`src/rtl/trap_unit_pkg.sv`:
```
package trap_unit_pkg;

    localparam int unsigned SW = 64;

    typedef enum logic [2:0] {
        OPC_PLAIN    = 3'd0,
        OPC_HALT     = 3'd1,
        OPC_RD_ST    = 3'd2,
        OPC_WR_ST    = 3'd3,
        OPC_WR_ST_D  = 3'd4,
        OPC_RET_INT  = 3'd5,
        OPC_RD_SPR   = 3'd6,
        OPC_WR_SPR   = 3'd7
    } op_class_e;

    typedef enum logic [1:0] {
        OUT_PROCEED  = 2'd0,
        OUT_TRAP_PRV = 2'd1,
        OUT_TRAP_ILL = 2'd2,
        OUT_HALT     = 2'd3
    } outcome_e;

    // state-word bit numbers, most-significant-first
    localparam int unsigned NB_USER  = 49;
    localparam int unsigned NB_WIDE  = 0;
    localparam int unsigned NB_LEND  = 63;
    localparam int unsigned NB_RSN_P = 45;
    localparam int unsigned NB_RSN_I = 44;
    localparam int unsigned N_CLR    = 15;
    localparam int unsigned CLR_NB [N_CLR] =
        '{5, 29, 30, 31, 38, 40, 48, 49, 50, 52, 55, 58, 59, 60, 62};

    function automatic logic [5:0] nb2idx(input int unsigned nb);
        return 6'(SW - 1 - nb);
    endfunction

    function automatic logic [SW-1:0] clr_mask();
        logic [SW-1:0] m;
        m = '0;
        for (int i = 0; i < int'(N_CLR); i++) begin
            m[nb2idx(CLR_NB[i])] = 1'b1;
        end
        return m;
    endfunction

    function automatic logic [SW-1:0] set_mask();
        logic [SW-1:0] m;
        m = '0;
        m[nb2idx(NB_WIDE)] = 1'b1;
        m[nb2idx(NB_LEND)] = 1'b1;
        return m;
    endfunction

endpackage

```
`src/rtl/trap_decide.sv`:
```
module trap_decide
    import trap_unit_pkg::*;
(
    input  logic [2:0] op_class,
    input  logic       spr_hi,
    input  logic       illegal,
    input  logic       user_mode,
    output outcome_e   outcome
);
    logic priv_cls;

    always_comb begin
        unique case (op_class_e'(op_class))
            OPC_HALT, OPC_RD_ST, OPC_WR_ST,
            OPC_WR_ST_D, OPC_RET_INT: priv_cls = 1'b1;
            OPC_RD_SPR, OPC_WR_SPR:   priv_cls = spr_hi;
            default:                  priv_cls = 1'b0;
        endcase
    end

    always_comb begin
        if (priv_cls && user_mode)
            outcome = OUT_TRAP_PRV;
        else if (op_class_e'(op_class) == OPC_HALT)
            outcome = OUT_HALT;
        else if (illegal)
            outcome = OUT_TRAP_ILL;
        else
            outcome = OUT_PROCEED;
    end


    prio_chk: assert final (!(priv_cls && user_mode) || outcome == OUT_TRAP_PRV);
endmodule

```
`src/rtl/trap_state_build.sv`:
```
module trap_state_build
    import trap_unit_pkg::*;
(
    input  logic [SW-1:0] state_in,
    input  logic          rsn_priv,
    output logic [SW-1:0] save_copy,
    output logic [SW-1:0] new_state
);
    localparam logic [SW-1:0] CLR = clr_mask();
    localparam logic [SW-1:0] SET = set_mask();

    logic [SW-1:0] rsn_bit;

    always_comb begin
        rsn_bit = '0;
        if (rsn_priv) rsn_bit[nb2idx(NB_RSN_P)] = 1'b1;
        else          rsn_bit[nb2idx(NB_RSN_I)] = 1'b1;
        save_copy = state_in | rsn_bit;
        new_state = (state_in & ~CLR) | SET;
    end
endmodule

```
`src/rtl/trap_unit.sv`:
```
module trap_unit
    import trap_unit_pkg::*;
#(
    parameter logic [63:0] TRAP_VEC = 64'h700,
    parameter int unsigned STEP     = 4
) (
    input  logic        clk,
    input  logic        rst_n,
    input  logic        issue_vld,
    input  logic [2:0]  op_class,
    input  logic        spr_hi,
    input  logic        illegal,
    input  logic [63:0] cur_pc,
    input  logic [63:0] state_in,
    output logic        res_vld,
    output logic        took_trap,
    output logic        halt_evt,
    output logic        halted,
    output logic        epc_we,
    output logic [63:0] epc_val,
    output logic        esave_we,
    output logic [63:0] esave_val,
    output logic        st_we,
    output logic [63:0] st_val,
    output logic [63:0] next_pc
);
    localparam logic [5:0] USER_IDX = nb2idx(NB_USER);

    typedef struct packed {
        logic          vld;
        logic          trap;
        logic          hlt;
        logic          halted;
        logic          wr;
        logic [SW-1:0] epc;
        logic [SW-1:0] esave;
        logic [SW-1:0] st;
        logic [SW-1:0] npc;
    } res_t;

    res_t          r_d, r_q;
    outcome_e      outcome;
    logic [SW-1:0] save_copy, new_state;

    trap_decide u_decide (
        .op_class  (op_class),
        .spr_hi    (spr_hi),
        .illegal   (illegal),
        .user_mode (state_in[USER_IDX]),
        .outcome   (outcome)
    );

    trap_state_build u_build (
        .state_in  (state_in),
        .rsn_priv  (outcome == OUT_TRAP_PRV),
        .save_copy (save_copy),
        .new_state (new_state)
    );

    always_comb begin
        r_d        = r_q;
        r_d.vld    = 1'b0;
        r_d.trap   = 1'b0;
        r_d.hlt    = 1'b0;
        r_d.wr     = 1'b0;
        if (issue_vld && !r_q.halted) begin
            r_d.vld = 1'b1;
            unique case (outcome)
                OUT_TRAP_PRV, OUT_TRAP_ILL: begin
                    r_d.trap  = 1'b1;
                    r_d.wr    = 1'b1;
                    r_d.epc   = cur_pc;
                    r_d.esave = save_copy;
                    r_d.st    = new_state;
                    r_d.npc   = TRAP_VEC;
                end
                OUT_HALT: begin
                    r_d.hlt    = 1'b1;
                    r_d.halted = 1'b1;
                    r_d.npc    = cur_pc;
                end
                default: r_d.npc = cur_pc + 64'(STEP);
            endcase
        end
    end

    always_ff @(posedge clk) begin
        if (!rst_n) r_q <= '0;
        else        r_q <= r_d;
    end

    assign res_vld   = r_q.vld;
    assign took_trap = r_q.trap;
    assign halt_evt  = r_q.hlt;
    assign halted    = r_q.halted;
    assign epc_we    = r_q.wr;
    assign esave_we  = r_q.wr;
    assign st_we     = r_q.wr;
    assign epc_val   = r_q.epc;
    assign esave_val = r_q.esave;
    assign st_val    = r_q.st;
    assign next_pc   = r_q.npc;


    halt_sticky_chk: assert property (@(posedge clk) disable iff (!rst_n)
        halted |=> halted);


    halted_drop_chk: assert property (@(posedge clk) disable iff (!rst_n)
        (halted && issue_vld) |=> (!res_vld && !st_we));


    latency_chk: assert property (@(posedge clk) disable iff (!rst_n)
        (issue_vld && !halted) |=> res_vld);


    vector_chk: assert property (@(posedge clk) disable iff (!rst_n)
        took_trap |-> (next_pc == TRAP_VEC && epc_we && res_vld));


    user_cleared_chk: assert property (@(posedge clk) disable iff (!rst_n)
        st_we |-> (!st_val[USER_IDX] && st_val[nb2idx(NB_WIDE)]));


    halt_in_user_chk: assert property (@(posedge clk) disable iff (!rst_n)
        (issue_vld && !halted && op_class == 3'd1 && state_in[USER_IDX])
        |=> (took_trap && !halt_evt));


    outcome_excl_chk: assert property (@(posedge clk) disable iff (!rst_n)
        $onehot0({took_trap, halt_evt}));
endmodule

```
`config.mk`:
```
export PLATFORM = sky130hd
export DESIGN_NAME = trap_unit
export DESIGN_NICKNAME = d
export VERILOG_FILES = /design/src/rtl/trap_unit_pkg.sv /design/src/rtl/trap_decide.sv /design/src/rtl/trap_state_build.sv /design/src/rtl/trap_unit.sv
export SDC_FILE = /design/constraint.sdc
export NUM_CORES = 1
export LEC_CHECK = 0
export ABC_CLOCK_PERIOD_IN_PS = 7330
export BUFFER_PORTS_ARGS = -buffer_cell sky130_fd_sc_hd__buf_4
export CAP_MARGIN = 15
export CORE_UTILIZATION = 31
export CTS_CLUSTER_DIAMETER = 150
export DETAILED_ROUTE_END_ITERATION = 8
export GPL_TIMING_DRIVEN = 0
export HOLD_SLACK_MARGIN = 0.12
export SYNTH_ARGS = -nofsm -noshare
export SYNTH_HDL_FRONTEND = slang
export SYNTH_HIERARCHICAL = 1
export SYNTH_SLANG_ARGS = --single-unit
export TNS_END_PERCENT = 5
```
`constraint.sdc`:
```
create_clock -name clk -period 7.33 [get_ports clk]
set_clock_uncertainty 0.2 [all_clocks]
set_input_delay 1.466 -clock clk [delete_from_list [all_inputs] [get_ports clk]]
set_output_delay 1.466 -clock clk [all_outputs]
set_load 0.02 [all_outputs]
```
### Word level (Yosys, flattened, before mapping)

Cells that the tools add are included.

| cells by class | value |
|---|---|
| equality and inequality tests | 10 |
| reductions and logical operators | 9 |
| bitwise logic cells | 1 |
| mux-type cells | 11 |
| $add $sub $neg | 1 |

Operator list:

| cell | number |
|---|---|
| 2-to-1 mux 261 bit | 1 |
| 2-to-1 mux 193 bit | 1 |
| one-hot mux 64 bit (2 select lines) | 1 |
| adder 64 x 3 -> 64 bit, second input constant | 1 |
| bitwise OR 64 x 20 -> 64 bit | 1 |
| == test 3 bit, second input constant | 4 |
| 2-to-1 mux 2 bit | 4 |
| == test 3 x 2 -> 1 bit, second input constant | 2 |
| AND reduction 2 bit | 3 |
| OR reduction 5 bit | 1 |
| == test 2 bit, second input constant | 2 |
| OR reduction 2 bit | 2 |
| == test 3 x 1 -> 1 bit, second input constant | 1 |
| 2-to-1 mux 1 bit | 3 |
| == test 2 x 1 -> 1 bit, second input constant | 1 |
| logical AND 1 bit | 2 |
| one-hot mux 1 bit (2 select lines) | 1 |
| logical NOT 1 bit | 1 |

| storage, ports and cells | value |
|---|---|
| input bits | 136 |
| output and inout port bits | 263 |
| bits in registers | 246 |
| word-level logic and storage cells | 41 |

### Longest topological paths before layout

Gate-level depths: netlist of run 1.

| logic depth | value |
|---|---|
| depth after elaboration | 10 |
| depth in mapped cells | 13 |
| mapped depth without buffers | 10 |

### By module

The synthesis of run 1 kept the hierarchy.

Modules (own cells, without submodules):

| module | instances | area each (um2) | sequential area each (um2) | cells each |
|---|---|---|---|---|
| trap_unit | 1 | 10481.3 | 5205.0 | 1331 |
| trap_state_build | 1 | 965.9 | 0.0 | 130 |
| trap_decide | 1 | 58.8 | 0.0 | 9 |

### Worst setup path after synthesis of run 1

No wires, ideal clock.

| timing path | value |
|---|---|
| path kind | in2reg |
| start | in op_class[2] |
| end | reg r_q, in the netlist next_pc[23] |
| arrival | 3739 ps |
| setup slack | 3321 ps |
| data required time | 7060 ps |
| stages on the path | 12 |
| buffers on the path | 2 |
| cells stage by stage | and3b_2 o21ai_1 o31ai_1 inv_1 ha_1 clkbuf_1 nand3_1 or4_1 buf_2 nor4_1 mux2_2 a21oi_1 |

| on the way | value |
|---|---|
| cells in the longest elaborated chain, start to end | 8 |
| elaborated cells on any way between the ends | 18 |
| classes of those cells | eq/ne: 10; mux: 4; reduce/logical: 4 |

RTL lines:

| what | RTL line | source |
|---|---|---|
| start, declared | trap_unit.sv:10 | `input logic [2:0] op_class,` |
| == test 3 x 2 -> 1 bit, or another cell as far along | trap_decide.sv:13 | `unique case (op_class_e'(op_class))` |
| OR reduction 5 bit / OR reduction 2 bit (equally long branches) | trap_decide.sv:13 |  |
| one-hot mux 1 bit (2 select lines) | trap_decide.sv:13 |  |
| logical AND 1 bit | trap_decide.sv:22 | `if (priv_cls && user_mode)` |
| 2-to-1 mux 2 bit * | trap_decide.sv:22 |  |
| via outcome[1] | trap_unit.sv:42 | `outcome_e outcome;` |
| == test 2 bit / == test 2 x 1 -> 1 bit (equally long branches) | trap_unit.sv:68 | `unique case (outcome)` |
| OR reduction 2 bit | trap_unit.sv:68 |  |
| one-hot mux 64 bit (2 select lines) * | trap_unit.sv:68 |  |
| end signal, assigned | trap_unit.sv:89 | `else r_q <= r_d;` |
| end, declared | trap_unit.sv:41 | `res_t r_d, r_q;` |

The timed path passes the listed nets; every way through them passes the cells marked *.
A chain may end at the register's enable or synchronous reset.

### Worst setup path in the final report of run 1

| timing path | value |
|---|---|
| start | in op_class[2] |
| end | reg r_q, in the netlist next_pc[47] |

Same word-level chain as after synthesis.

==> run metrics, run 1 <==
DRT Pass-1 Iters 5; NetSw 1.16 mW; most frequent cells in the layout buf_4 (465), nand2_1 (442), dfxtp_1 (260), a21oi_1 (206), clkbuf_1 (92); DR WL met2 19.6 mm; vias in the first global route 10923; htree depth 1; io pins 399; Hold Path Cell Cnt 2; ranking of synthesized cells by area dfxtp_1 (45%), nand2_1 (14%), a21oi_1 (9.0%); Synth area leader dfxtp_1; Post-CTS Hold Fix Bufs 0; Slew headroom 0.299; CP max stage cell nor4_4; leakage 6.70 nW; Slew Viols, Final 0; clk sink count 260; top_reg_cell synth dfxtp_1; clock root buffer clkbuf_16; Crit Path Class input pin to register; initial antenna violation count 0; Yosys warning total 6; layout net count 1992; Yosys reg bits 260; Area Growth Syn to Fin 36.4%; Clock transition at path regs 0.06 ns; post-route DRC violation count 0; Port Buffers 335; share of layout cells above drive strength 1 0.293; Skew-Pair Late Insertion Delay 0.55 ns; fraction of power consumed by combinational cells 0.201; met3 routed WL 3.35 mm; Detailed Place HPWL 31.5 mm; most used cell, CP clkbuf_1; Die Span Y 195 um; worst vdd ir 0.171 mV; most common cell after layout, fill and taps aside buf_4; largest net degree at the start of global routing 16; Final Hold Violating Endpoints 0; top-area cell type share of the netlist area 0.452; R2R Path Start halted; RePlAce Congestion 0.862; CORE AREA 36500 um^2; Synth Instances 1470; setup_tns 0 ns; RSZ-0062 raised after global routing false; part of the power in registers 0.400; Core Rows 70; critical path endpoint category register; Clock power frac 0.399; Wirelength per Cell 17.8 um; sequential fraction of the synthesis area 0.452; Starting Density 0.315; Critical Path Source Type input pin; Highest Clock Rate 229 MHz; Final setup viols 0; Switching Share 0.295; CTS Buf Count 30; 1st-iter DRT viols 610; Async S/R FF share, synth 0; top sig layer met4; Syn Area/Cell 7.83 um^2; Clock Tree Buf Depth 3; grt total ovfl 0; Top delay family on crit path simple AND/OR/NAND/NOR gates; CTS tree built; hold endpoint st_val[45]; Die W 195 um; Post-CTS Setup Repair Bufs 0; HP Start st_val[45]; antenna diode count 0; Period minus WS final 4.37 ns; CTS resizes 0; Fill cells 3757; Distinct cells, synth 55; reg2reg path depth 7; Cell Int Power 2.77 mW; first-pass GRT wire length 63.3 mm; Final Instance Area 15700 um^2; final period utilization 0.596; Max-cap violations 0; Vias 11467; reg2reg setup slack 4.28 ns; WP buf/inv 5; wl on met1 17.3 mm; worst hold path type register to register; crit path max fanout 10; outcome finished clean; Hold WS 0.254 ns; power per standard cell area 251 nW/um^2; die area 37900 um^2; total wire length 41.6 mm; register area 5200 um^2; Data arrival, critical path 4.58 ns; Worst-Margin Slew 1.05 ns; Area after DPL 14700 um^2; post-route ant nets 0; vias per cell 4.90; Required @ worst endpoint 7.55 ns; Post-synth EDFFs 0; CP Cell Sequence buf_4, and3b_2, o21ai_1, o31ai_1, inv_1, ha_1, clkbuf_1, nand3_1, nor4_4, nand4_1, buf_2, clkbuf_1, o211ai_1, a31oi_1; reg-to-reg endpoint esave_val[60]; delay of the slowest critical-path stage 0.41 ns; footprint of the multi-input gates 4950 um^2; Total Routing Usage GR 0.213; mapped cell area 11500 um^2
metrics by stage:
stage | util | instances | total power, mW | setup slack, ns
final | 0.430 | 2342 | 3.93 | 2.96
after global routing | 0.430 | 2342 | 4.11 | 2.78
after CTS | 0.430 | 2342 | 3.98 | 2.99
after detailed placement | 0.401 | 2288 | 2.40 | 2.40
after global placement | 0.401 | 2288 | 2.39 | 2.48
after floorplan | - | 1485 | 2.04 | 3.32
synth_stat cells, types with 5 or more instances:
| master | n |
|---|---|
| nand3_1 | 43 |
| clkbuf_1 | 88 |
| a21oi_1 | 206 |
| nand2_1 | 442 |
| mux2_2 | 14 |
| mux2i_1 | 9 |
| o21ai_0 | 25 |
| nor3_1 | 12 |
| nand4_1 | 30 |
| dfxtp_1 | 260 |
| a311oi_1 | 5 |
| or4_1 | 18 |
| and3_1 | 8 |
| a211oi_1 | 6 |
| o2111ai_1 | 13 |
| inv_1 | 15 |
| a22o_1 | 7 |
| and4_1 | 7 |
| a31oi_1 | 9 |
| o211ai_1 | 9 |
| or3_1 | 11 |
| buf_4 | 130 |
| nor2_1 | 30 |
metal layers:
layer,track usage,up-vias
met1,0.260,5369
li1,-,5609
met4,0.0855,0
met5,0,-
met3,0.0528,76
met2,0.356,413
worst max path at each step:
stage | start | to | slack (ns) | cells after the start
5_1_grt | op_class[1] | esave_val[59] | 2.78 | 11
6_report | op_class[2] | next_pc[47] | 2.96 | 14
3_5_place_dp | op_class[1] | esave_val[55] | 2.40 | 11
4_1_cts | op_class[1] | esave_val[60] | 2.99 | 11
2_1_floorplan | op_class[2] | next_pc[23] | 3.32 | 12
3_3_place_gp | op_class[1] | esave_val[55] | 2.48 | 11
power groups by stage:
stage / clock network (mW) / logic [mW] / registers (mW)
finish: 1.57 / 0.789 / 1.57
global route: 1.67 / 0.854 / 1.59
CTS: 1.61 / 0.793 / 1.57
detailed placement: 0 / 0.792 / 1.60
global placement: 0 / 0.785 / 1.60
floorplan: 0 / 0.314 / 1.72
tightest hold or removal path, cell delays in order, from the launching register on:
cell and delay [ns]:
dfxtp_1 0.31, nand2_1 0.05, a21oi_1 0.05
area by class of cell:
cell class                      count  share of cell area
Buffer                            228              0.0861
Clock buffer                       40              0.0540
Clock inverter                     14              0.0120
Inverter                           16             0.00383
Multi-Input combinational cell    981               0.315
Sequential cell                   260               0.332
Tap cell                          468              0.0373
Timing Repair Buffer              335               0.160
cell families (layout without fill, tap and decap cells):
logic type / Yosys count / count (layout) / share of synthesized area
other cells: 2 / 17 / 0.000653
simple gates: 632 / 632 / 0.247
flops: 260 / 260 / 0.452
compound gates: 299 / 299 / 0.147
xor+xnor: 5 / 5 / 0.00381
buf+inv: 244 / 633 / 0.123
fa+ha+maj: 4 / 4 / 0.00435
mux: 24 / 24 / 0.0225
registers in the layout (all words and copies together) (netlist names):
name	cells
halted	1
res_vld	1
next_pc	64
st_val	64
halt_evt	1
took_trap	1
esave_val	64
epc_val	64
No activity file was read; power rests on OpenSTA's default activity.
==> run 2, diff against run 1 <==
--- a/config.mk
+++ b/config.mk
@@ -5,7 +5,7 @@
 export SDC_FILE = /design/constraint.sdc
 export NUM_CORES = 1
 export LEC_CHECK = 0
-export ABC_CLOCK_PERIOD_IN_PS = 7330
+export ABC_CLOCK_PERIOD_IN_PS = 3800
 export BUFFER_PORTS_ARGS = -buffer_cell sky130_fd_sc_hd__buf_4
 export CAP_MARGIN = 15
 export CORE_UTILIZATION = 31
==> constraint.sdc (replaced) <==
create_clock -name clk -period 3.8 [get_ports clk]
set_clock_uncertainty 0.2 [all_clocks]
set_input_delay 0.76 -clock clk [delete_from_list [all_inputs] [get_ports clk]]
set_output_delay 0.76 -clock clk [all_outputs]
set_load 0.02 [all_outputs]
==> run 2 against run 1 <==
Final area about the same; worst setup slack got worse by 2.8 ns; hold slack got worse by 0.032 ns; sequential share of layout area about the same; core utilization about the same; non-clock buffer count unchanged; die area unchanged; sequential cell count unchanged; critical path type unchanged; largest cell class unchanged; highest routed layer unchanged.
==> run metrics, run 2 (synthesis results as in run 1) <==
reg2reg setup slack 0.82 ns; Area Growth Syn to Fin 36.5%; Final Hold Violating Endpoints 0; RePlAce Congestion 0.862; Place WS -0.425 ns; vias in the first global route 10923; Slew Viols, Final 0; Clock transition at path regs 0.06 ns; post-route DRC violation count 0; Critical Path Source Type input pin; leakage 6.70 nW; Final setup viols 0; Total Routing Usage GR 0.213; Crit Path Class input pin to register; most frequent cells in the layout buf_4 (465), nand2_1 (442), dfxtp_1 (260), a21oi_1 (206), clkbuf_1 (91); reg2reg path depth 7; Vias 11465; CP Cell Sequence buf_4, and3b_2, o21ai_1, o31ai_1, inv_1, ha_1, clkbuf_1, nand3_1, nor4_4, nand4_1, buf_2, clkbuf_1, o2111ai_1, nand3_1; Wirelength per Cell 17.7 um; vias per cell 4.90; crit path max fanout 10; htree depth 1; DRT Pass-1 Iters 5; Skew-Pair Late Insertion Delay 0.56 ns; Hold WS 0.222 ns; largest net degree at the start of global routing 16; Hold Path Cell Cnt 3; worst hold path type input pin to register; die area 37900 um^2; clock root buffer clkbuf_16; power per standard cell area 483 nW/um^2; Fill cells 3756; total wire length 41.5 mm; CTS Buf Count 30; CTS tree built; initial antenna violation count 0; CP max stage cell nand3_1; post-route ant nets 0; critical path endpoint category register; CORE AREA 36500 um^2; HP Start state_in[20]; Max-cap violations 0; worst vdd ir 0.330 mV; Worst-Margin Slew 0.947 ns; Detailed Place HPWL 31.5 mm; Die Span Y 195 um; Final Worst Setup Slack 0.154 ns; Slew headroom 0.368; Post-CTS Hold Fix Bufs 0; outcome finished clean; setup_tns 0 ns; most common cell after layout, fill and taps aside buf_4; share of layout cells above drive strength 1 0.293; total power 7.59 mW; RSZ-0062 raised after global routing false; Clock Tree Buf Depth 3; Required @ worst endpoint 4.04 ns; reg-to-reg endpoint esave_val[60]; Highest Clock Rate 274 MHz; Period minus WS final 3.65 ns; Data arrival, critical path 3.89 ns; Starting Density 0.315; delay of the slowest critical-path stage 0.41 ns; Top delay family on crit path simple AND/OR/NAND/NOR gates; first-pass GRT wire length 63.3 mm; hold endpoint st_val[20]; 1st-iter DRT viols 599; final period utilization 0.959; Port Buffers 335; Die W 195 um; Core Rows 70; Post-CTS Setup Repair Bufs 0; antenna diode count 0; R2R Path Start halted; clk sink count 260; Final Util 0.430; io pins 399; WP buf/inv 5; layout net count 1992; grt total ovfl 0
[run 2: repair_timing]
| item | CTS | global route |
|---|---|---|
| resized for setup | 0 | 2 |
| endpoints found under the hold margin | 0 | 0 |
| setup endpoints to repair | 0 | 6 |
[run 2: final cells by class]
cell class | count | area, um^2 | area share
Tap cell | 468 | 586 | 0.0373
Inverter | 16 | 60.1 | 0.00382
Clock inverter | 14 | 188 | 0.0120
Sequential cell | 260 | 5200 | 0.331
Clock buffer | 40 | 848 | 0.0540
Buffer | 228 | 1360 | 0.0864
Multi-Input combinational cell | 981 | 4950 | 0.315
Timing Repair Buffer | 335 | 2510 | 0.160
[run 2: worst reg2reg max path: cells and delay by family, from the launching register on]
family / cells / cell delay, ns
compound gates: 1 / 0.14
flops: 1 / 0.32
buf+inv: 3 / 1.68
simple gates: 3 / 0.56
[run 2: how the worst max path moves through the flow]
stage / startpoint / to / slack [ns] / cells after the start
floorplan: op_class[2] / next_pc[23] / 0.50 / 12
global placement: op_class[1] / esave_val[55] / -0.34 / 11
detailed placement: op_class[1] / esave_val[55] / -0.42 / 11
CTS: op_class[1] / esave_val[60] / 0.16 / 11
global route: op_class[1] / esave_val[59] / 0.01 / 11
finish: op_class[2] / next_pc[43] / 0.15 / 14
[run 2: where the power goes]
| group | switching [mW] | internal (mW) | total, mW |
|---|---|---|---|
| clock | 1.20 | 1.83 | 3.03 |
| sequential | 0.109 | 2.93 | 3.04 |
| combinational | 0.933 | 0.587 | 1.52 |
[run 2: through the flow]
step / area, um^2 / cells
finish: 15700 / 2342
global route: 15700 / 2342
CTS: 15700 / 2342
detailed placement: 14700 / 2288
global placement: 14700 / 2288
floorplan: 11600 / 1485
[run 2: metal layers]
layer	track usage	wire length, um	vias up
li1	-	-	5609
met1	0.260	17300	5370
met2	0.356	19500	412
met3	0.0528	3260	74
met4	0.0855	1400	0
met5	0	0	-
